## config.mk

```make
export PLATFORM = sky130hd
export DESIGN_NAME = burst_wr_sram
export DESIGN_NICKNAME = d
export VERILOG_FILES = /design/src/rtl/burst_wr_pkg.sv /design/src/rtl/burst_wr_ctrl.sv /design/src/rtl/burst_wr_datapath.sv /design/src/rtl/burst_wr_sram.sv
export SDC_FILE = /design/constraint.sdc
export NUM_CORES = 2
export LEC_CHECK = 0
export ABC_CLOCK_PERIOD_IN_PS = 2450
export BUFFER_PORTS_ARGS = -buffer_cell sky130_fd_sc_hd__buf_4
export CORE_ASPECT_RATIO = 0.75
export CORE_MARGIN = 2
export CORE_UTILIZATION = 40
export DETAILED_ROUTE_END_ITERATION = 8
export GPL_ROUTABILITY_DRIVEN = 0
export PLACE_DENSITY_LB_ADDON = 0.2
export SLEW_MARGIN = 20
export SYNTH_ARGS = -nofsm -noshare
export SYNTH_HDL_FRONTEND = slang
export SYNTH_MEMORY_MAX_BITS = 65536
export SYNTH_SLANG_ARGS = --single-unit
```

## constraint.sdc

```tcl
create_clock -name clk -period 2.45 [get_ports clk]
set_input_delay 0.1225 -clock clk [delete_from_list [all_inputs] [get_ports clk]]
set_output_delay 0.1225 -clock clk [all_outputs]
set_load 0.02 [all_outputs]
```

## src/rtl/burst_wr_pkg.sv

```systemverilog
package burst_wr_pkg;
  parameter int BURST_LEN = 4;
  localparam int BEAT_W = $clog2(BURST_LEN);

  typedef struct packed {
    logic              wrEn;
    logic [BEAT_W-1:0] beatIdx;
  } wrStrobe_t;
endpackage

```

## src/rtl/burst_wr_ctrl.sv

```systemverilog
module burst_wr_ctrl
  import burst_wr_pkg::*;
#(
  parameter int ADDR_W = 8
) (
  input  logic              clk,
  input  logic              rst_n,
  input  logic              cmdValid,
  input  logic [ADDR_W-1:0] cmdAddr,
  output wrStrobe_t         strobe,
  output logic [ADDR_W-1:0] baseAddr,
  output logic              busy,
  output logic              cmdError
);
  localparam logic [BEAT_W-1:0] LAST_BEAT = BEAT_W'(BURST_LEN - 1);

  logic [BEAT_W-1:0] beatCnt;
  logic accept;

  assign accept = cmdValid && !busy;

  always_ff @(posedge clk or negedge rst_n) begin
    if (!rst_n) begin
      busy     <= 1'b0;
      cmdError <= 1'b0;
      beatCnt  <= '0;
      baseAddr <= '0;
    end else begin
      cmdError <= cmdValid && busy;
      if (accept) begin
        busy     <= 1'b1;
        beatCnt  <= '0;
        baseAddr <= {cmdAddr[ADDR_W-1:BEAT_W], {BEAT_W{1'b0}}};
      end else if (busy) begin
        beatCnt <= beatCnt + 1'b1;
        if (beatCnt == LAST_BEAT) busy <= 1'b0;
      end
    end
  end

  always_comb begin
    strobe.wrEn    = busy;
    strobe.beatIdx = beatCnt;
  end
endmodule

```

## src/rtl/burst_wr_datapath.sv

```systemverilog
module burst_wr_datapath
  import burst_wr_pkg::*;
#(
  parameter int ADDR_W    = 8,
  parameter int BYTE_W    = 9,
  parameter int NUM_BYTES = 2,
  localparam int WORD_W   = BYTE_W * NUM_BYTES
) (
  input  logic                 clk,
  input  wrStrobe_t            strobe,
  input  logic [ADDR_W-1:0]    baseAddr,
  input  logic [WORD_W-1:0]    beatData,
  input  logic [NUM_BYTES-1:0] beatByteEnN,
  input  logic [ADDR_W-1:0]    rdAddr,
  output logic [WORD_W-1:0]    rdData
);
  localparam int DEPTH = 1 << ADDR_W;

  logic [ADDR_W-1:0] wrAddr;
  assign wrAddr = baseAddr | ADDR_W'(strobe.beatIdx);

  for (genvar b = 0; b < NUM_BYTES; b++) begin : g_lane
    logic [BYTE_W-1:0] laneMem [DEPTH];
    logic [BYTE_W-1:0] laneRd;

    always_ff @(posedge clk) begin
      if (strobe.wrEn && !beatByteEnN[b])
        laneMem[wrAddr] <= beatData[b*BYTE_W +: BYTE_W];
      laneRd <= laneMem[rdAddr];
    end

    assign rdData[b*BYTE_W +: BYTE_W] = laneRd;
  end
endmodule

```

## src/rtl/burst_wr_sram.sv

```systemverilog
module burst_wr_sram
  import burst_wr_pkg::*;
#(
  parameter int ADDR_W    = 8,
  parameter int BYTE_W    = 9,
  parameter int NUM_BYTES = 2,
  localparam int WORD_W   = BYTE_W * NUM_BYTES
) (
  input  logic                 clk,
  input  logic                 rst_n,
  input  logic                 cmdValid,
  input  logic [ADDR_W-1:0]    cmdAddr,
  input  logic [WORD_W-1:0]    beatData,
  input  logic [NUM_BYTES-1:0] beatByteEnN,
  input  logic [ADDR_W-1:0]    rdAddr,
  output logic [WORD_W-1:0]    rdData,
  output logic                 busy,
  output logic                 cmdError
);
  wrStrobe_t         strobe;
  logic [ADDR_W-1:0] baseAddr;

  burst_wr_ctrl #(.ADDR_W(ADDR_W)) u_ctrl (
    .clk(clk), .rst_n(rst_n), .cmdValid(cmdValid), .cmdAddr(cmdAddr),
    .strobe(strobe), .baseAddr(baseAddr), .busy(busy), .cmdError(cmdError)
  );

  burst_wr_datapath #(.ADDR_W(ADDR_W), .BYTE_W(BYTE_W), .NUM_BYTES(NUM_BYTES)) u_dp (
    .clk(clk), .strobe(strobe), .baseAddr(baseAddr), .beatData(beatData),
    .beatByteEnN(beatByteEnN), .rdAddr(rdAddr), .rdData(rdData)
  );
endmodule

```

==> flow_metrics.py <==
metrics = {
    "outcome": {
        "status": "finished, violations left",
        "violated_checks": "negative setup slack",
    },
    "pwr": {
        "net_load_switching_power_uw": 40200,
        "swShare_pct": 23.5,
        "cellPowerDensity_mw_per_mm2": 796,
        "ir_worst_vdd_mv": 0.657,
        "clock_power_share_pct": 39.7,
        "power_report.internal_total_uw": 131000,
        "power.share.sequential_pct": 51.7,
        "comb_power_share_pct": 8.7,
        "design_power_total_uw": 171000,
        "leakage_uw": 0.0707,
    },
    "final_layout": {
        "layout_commonest_cell": "sky130_fd_sc_hd__edfxtp_1",
        "finish.net_count": 10300,
        "finalNonFillerCells": 16500,
        "seq_area_mm2": 0.139,
        "fillCellCount": 36500,
        "layout-drive-gt1-share_pct": 32.9,
        "commonest_cells_after_routing_fill_and_taps_aside": "sky130_fd_sc_hd__edfxtp_1, sky130_fd_sc_hd__buf_4, sky130_fd_sc_hd__mux4_2",
        "syn2layout_area_growth_pct": 19.8,
        "multi_input_combinational_cell_area_mm2": 0.0379,
    },
    "worst_setup_path": {
        "reg2reg_from": "u_dp.g_lane[1].laneMem[183][2]",
        "start_kind": "flop",
        "timing.rr.end": "u_dp.g_lane[1].laneRd[2]",
        "critical_path_class": "flop to flop",
        "crit_slowest_cell": "sky130_fd_sc_hd__mux4_2",
        "endpoint_kind": "flop",
        "reg2reg_setup_slack_ns": -0.17,
        "worst_ep_arrival_time_ns": 3.48,
        "ff2ff_path_depth": 5,
        "critPathMostFrequentCell": "sky130_fd_sc_hd__mux4_2",
        "crit_fanout": 1,
        "crit_chain": "mux4_2, mux4_2, a311o_1, a211oi_4, nor4b_1",
        "crit_path_max_incr_delay_ns": 0.60,
        "crit_required_ns": 3.31,
    },
    "floorplan": {
        "io_pins": 59,
        "core_area_mm2": 0.446,
        "rows": 212,
        "die_area_mm2": 0.454,
        "floorplan.initialDensity_pct": 40.3,
        "chipHeight_um": 584,
        "die-width_um": 777,
    },
    "logic_synthesis": {
        "cell_type_with_the_highest_aggregate_area_in_the_netlist": "sky130_fd_sc_hd__edfxtp_1",
        "yosysUniqueCellTypes": 64,
        "portion_of_the_post_synthesis_area_used_by_sequential_elements_pct": 77.5,
        "ys_ff_latch": 4636,
        "synth.area.top_cells": "sky130_fd_sc_hd__edfxtp_1, sky130_fd_sc_hd__mux4_2, sky130_fd_sc_hd__mux2i_1, sky130_fd_sc_hd__o221ai_1, sky130_fd_sc_hd__nor2_1",
        "netlist.area_leader.share_pct": 77.1,
        "yosys_warnings": 0,
        "synth_area_mm2": 0.179,
        "ys.flop_type": "sky130_fd_sc_hd__edfxtp_1",
        "syn_avg_cell_area_um2": 21.1,
        "post_synth_edffs": 4608,
        "synth_async_sr_flop_share_pct": 0.216,
        "syn_nets": 8529,
        "syn_inst": 8486,
    },
    "clocking": {
        "cts.sink_count": 4636,
        "clk_pin_slew_ns": 0.07,
        "cts_max_level": 5,
        "cts.root.buffer_cell": "sky130_fd_sc_hd__clkbuf_16",
        "clk_path_buf_depth": 4,
        "worst_skew_pair.late_latency_ns": 1.03,
        "cts_buffers": 445,
        "clock_tree_from_tritoncts": "built",
    },
    "hold_path": {
        "worst_hold_path.num_cells": 4,
        "hold-path-endpoint": "u_ctrl.beatCnt[1]",
        "hold_path_class": "input pin to flop",
        "min_from": "cmdValid",
    },
    "drt": {
        "final_routed_drc_violation_total": 0,
        "avgRoutedWirePerCell_um": 31.1,
        "drt_pass1_iterations": 5,
        "vias": 94500,
        "antenna_violating_nets_post_route": 0,
        "drt-initial-drc-count": 11100,
        "via_per_instance_ratio": 5.73,
        "postRouteWirelength_um": 513000,
    },
    "placement": {
        "io_buffers": 56,
        "placed_cells": 15600,
        "place.detailed.hpwl_um": 337000,
    },
    "sta": {
        "setup_violations": 2,
        "setup_slack_ns": -0.170,
        "post-route-min-period_ns": 2.62,
        "finalCritPeriodShare_pct": 107,
        "pin_slew_with_the_least_headroom_to_its_limit_ns": 1.04,
        "drv_slew": 0,
        "final_skew_ns": 0.0779,
        "final_hold_fails": 0,
        "max-slew-margin-rel_pct": 30.3,
        "timing.fmax_mhz": 382,
        "rsz0062_at_grt": "yes",
    },
    "global_routing": {
        "grt_first_pass_wirelength_um": 722000,
        "grt_max_degree": 107,
        "number_of_antenna_violations_at_the_first_check_in_global_routing": 26,
        "global_route.overflow_total": 0,
        "grt_use_total_pct": 22.2,
        "vias_in_the_first_global_route": 94600,
    },
    "flow_run": {
        "timing.max_cap.violations": 0,
    },
}
[synth_stat cells, types with 5 or more instances]
master                      number
sky130_fd_sc_hd__nor3_1        147
sky130_fd_sc_hd__buf_12         21
sky130_fd_sc_hd__nand2b_1        7
sky130_fd_sc_hd__a211oi_1       10
sky130_fd_sc_hd__nor4b_2         8
sky130_fd_sc_hd__buf_2          85
sky130_fd_sc_hd__o211ai_1        5
sky130_fd_sc_hd__clkbuf_1      223
sky130_fd_sc_hd__mux2_2         12
sky130_fd_sc_hd__a31oi_1         6
sky130_fd_sc_hd__a2111oi_0       6
sky130_fd_sc_hd__buf_4          49
sky130_fd_sc_hd__a221oi_1       71
sky130_fd_sc_hd__buf_8          31
sky130_fd_sc_hd__o22ai_1       112
sky130_fd_sc_hd__o21ai_0        59
sky130_fd_sc_hd__a22o_1         71
sky130_fd_sc_hd__and3_1         18
sky130_fd_sc_hd__nor2b_1        15
sky130_fd_sc_hd__o221ai_2        7
sky130_fd_sc_hd__edfxtp_1     4608
sky130_fd_sc_hd__nor4_1         32
sky130_fd_sc_hd__o221ai_1      249
sky130_fd_sc_hd__nand2_1       106
sky130_fd_sc_hd__nand4_1        15
sky130_fd_sc_hd__a22oi_1        81
sky130_fd_sc_hd__a311oi_1        5
sky130_fd_sc_hd__buf_6          58
sky130_fd_sc_hd__dfrtp_1        10
sky130_fd_sc_hd__o311ai_0       12
sky130_fd_sc_hd__dfxtp_1        18
sky130_fd_sc_hd__mux2i_1       567
sky130_fd_sc_hd__nand3_1        29
sky130_fd_sc_hd__buf_1          74
sky130_fd_sc_hd__a21oi_1       159
sky130_fd_sc_hd__nor2_1        540
sky130_fd_sc_hd__mux4_2        911
[registers in the layout, indices dropped and copies added (netlist names)]
signal               cells
u_ctrl.baseAddr          6
u_dp.g_lane.laneRd      18
u_ctrl.cmdError          1
u_ctrl.beatCnt           2
u_ctrl.busy              1
u_dp.g_lane.laneMem   4608
[what timing repair did]
item,CTS,global route
setup buffers,1,0
hold endpoints to repair,4525,0
pin swaps,8,18
hold buffers,41,0
endpoints found under the setup margin,18,18
resized for setup,52,65
[through the flow]
step / area (um2) / setup TNS [ns] / util [%] / setup slack, ns / hold WS [ns]
2_1_floorplan: 179000 / 0 / - / 0.129 / -0.173
3_3_place_gp: 200000 / -17.13 / 44.8 / -1.64 / -0.0191
3_5_place_dp: 200000 / -16.63 / 44.8 / -1.26 / -0.0135
4_1_cts: 214000 / -0.123 / 48.1 / -0.123 / 0.00425
5_1_grt: 215000 / -0.361 / 48.2 / -0.141 / 0.0449
6_report: 215000 / -0.182 / 48.2 / -0.170 / 0.0700
[per-layer routing]
metal	GRT usage [%]	vias to the layer above	part of all wire [%]
li1	-	39300	-
met1	34.0	50800	45
met2	33.6	3832	45
met3	3.74	575	8.0
met4	4.78	2	2.1
met5	0	-	0.0025
[cells by family after synthesis]
logic type,after synthesis,synth area share [%]
fa+ha+maj,4,0.0279
mux,1491,14.7
simple gates,934,2.29
compound gates,874,3.59
buf+inv,547,1.93
flops,4636,77.5
[worst max-delay path, delay by kind of cell, from the launching register on]
| kind | cells | cell delay, ns |
|---|---|---|
| AO/OA/AOI/OAI | 2 | 0.90 |
| flip-flops | 1 | 0.39 |
| multiplexers | 2 | 1.09 |
| AND/OR/NAND/NOR | 1 | 0.11 |
[how the worst max path moves through the flow]
| stage | cells after the start | endpoint | slack (ns) | startpoint |
|---|---|---|---|---|
| floorplan | 6 | u_dp.g_lane[0].laneMem[118][0] | 0.13 | u_ctrl.baseAddr[6] |
| global placement | 11 | u_dp.g_lane[0].laneRd[8] | -1.64 | rdAddr[0] |
| detailed placement | 8 | u_dp.g_lane[1].laneRd[2] | -1.26 | rdAddr[1] |
| CTS | 5 | u_dp.g_lane[1].laneRd[2] | -0.12 | u_dp.g_lane[1].laneMem[183][2] |
| global route | 5 | u_dp.g_lane[1].laneRd[2] | -0.14 | u_dp.g_lane[1].laneMem[181][2] |
| finish | 5 | u_dp.g_lane[1].laneRd[2] | -0.17 | u_dp.g_lane[1].laneMem[183][2] |
[power by group through the flow]
stage / Combinational, uW / Clock, uW / Sequential (uW)
global placement: 14500 / 0 / 90000
global route: 15400 / 72100 / 88300
finish: 14900 / 67800 / 88300
detailed placement: 14700 / 0 / 90000
floorplan: 5600 / 0 / 89900
CTS: 14800 / 69100 / 88300
[final cells by class]
class	count	share of cell area [%]
Clock buffer	541	5.43
Inverter	6	0.0151
Multi-Input combinational cell	3303	17.6
Tap cell	5885	3.43
Antenna cell	14	0.0163
Clock inverter	272	1.18
Timing Repair Buffer	1829	7.63
Sequential cell	4636	64.7
No activity file was read; power rests on OpenSTA's default activity.
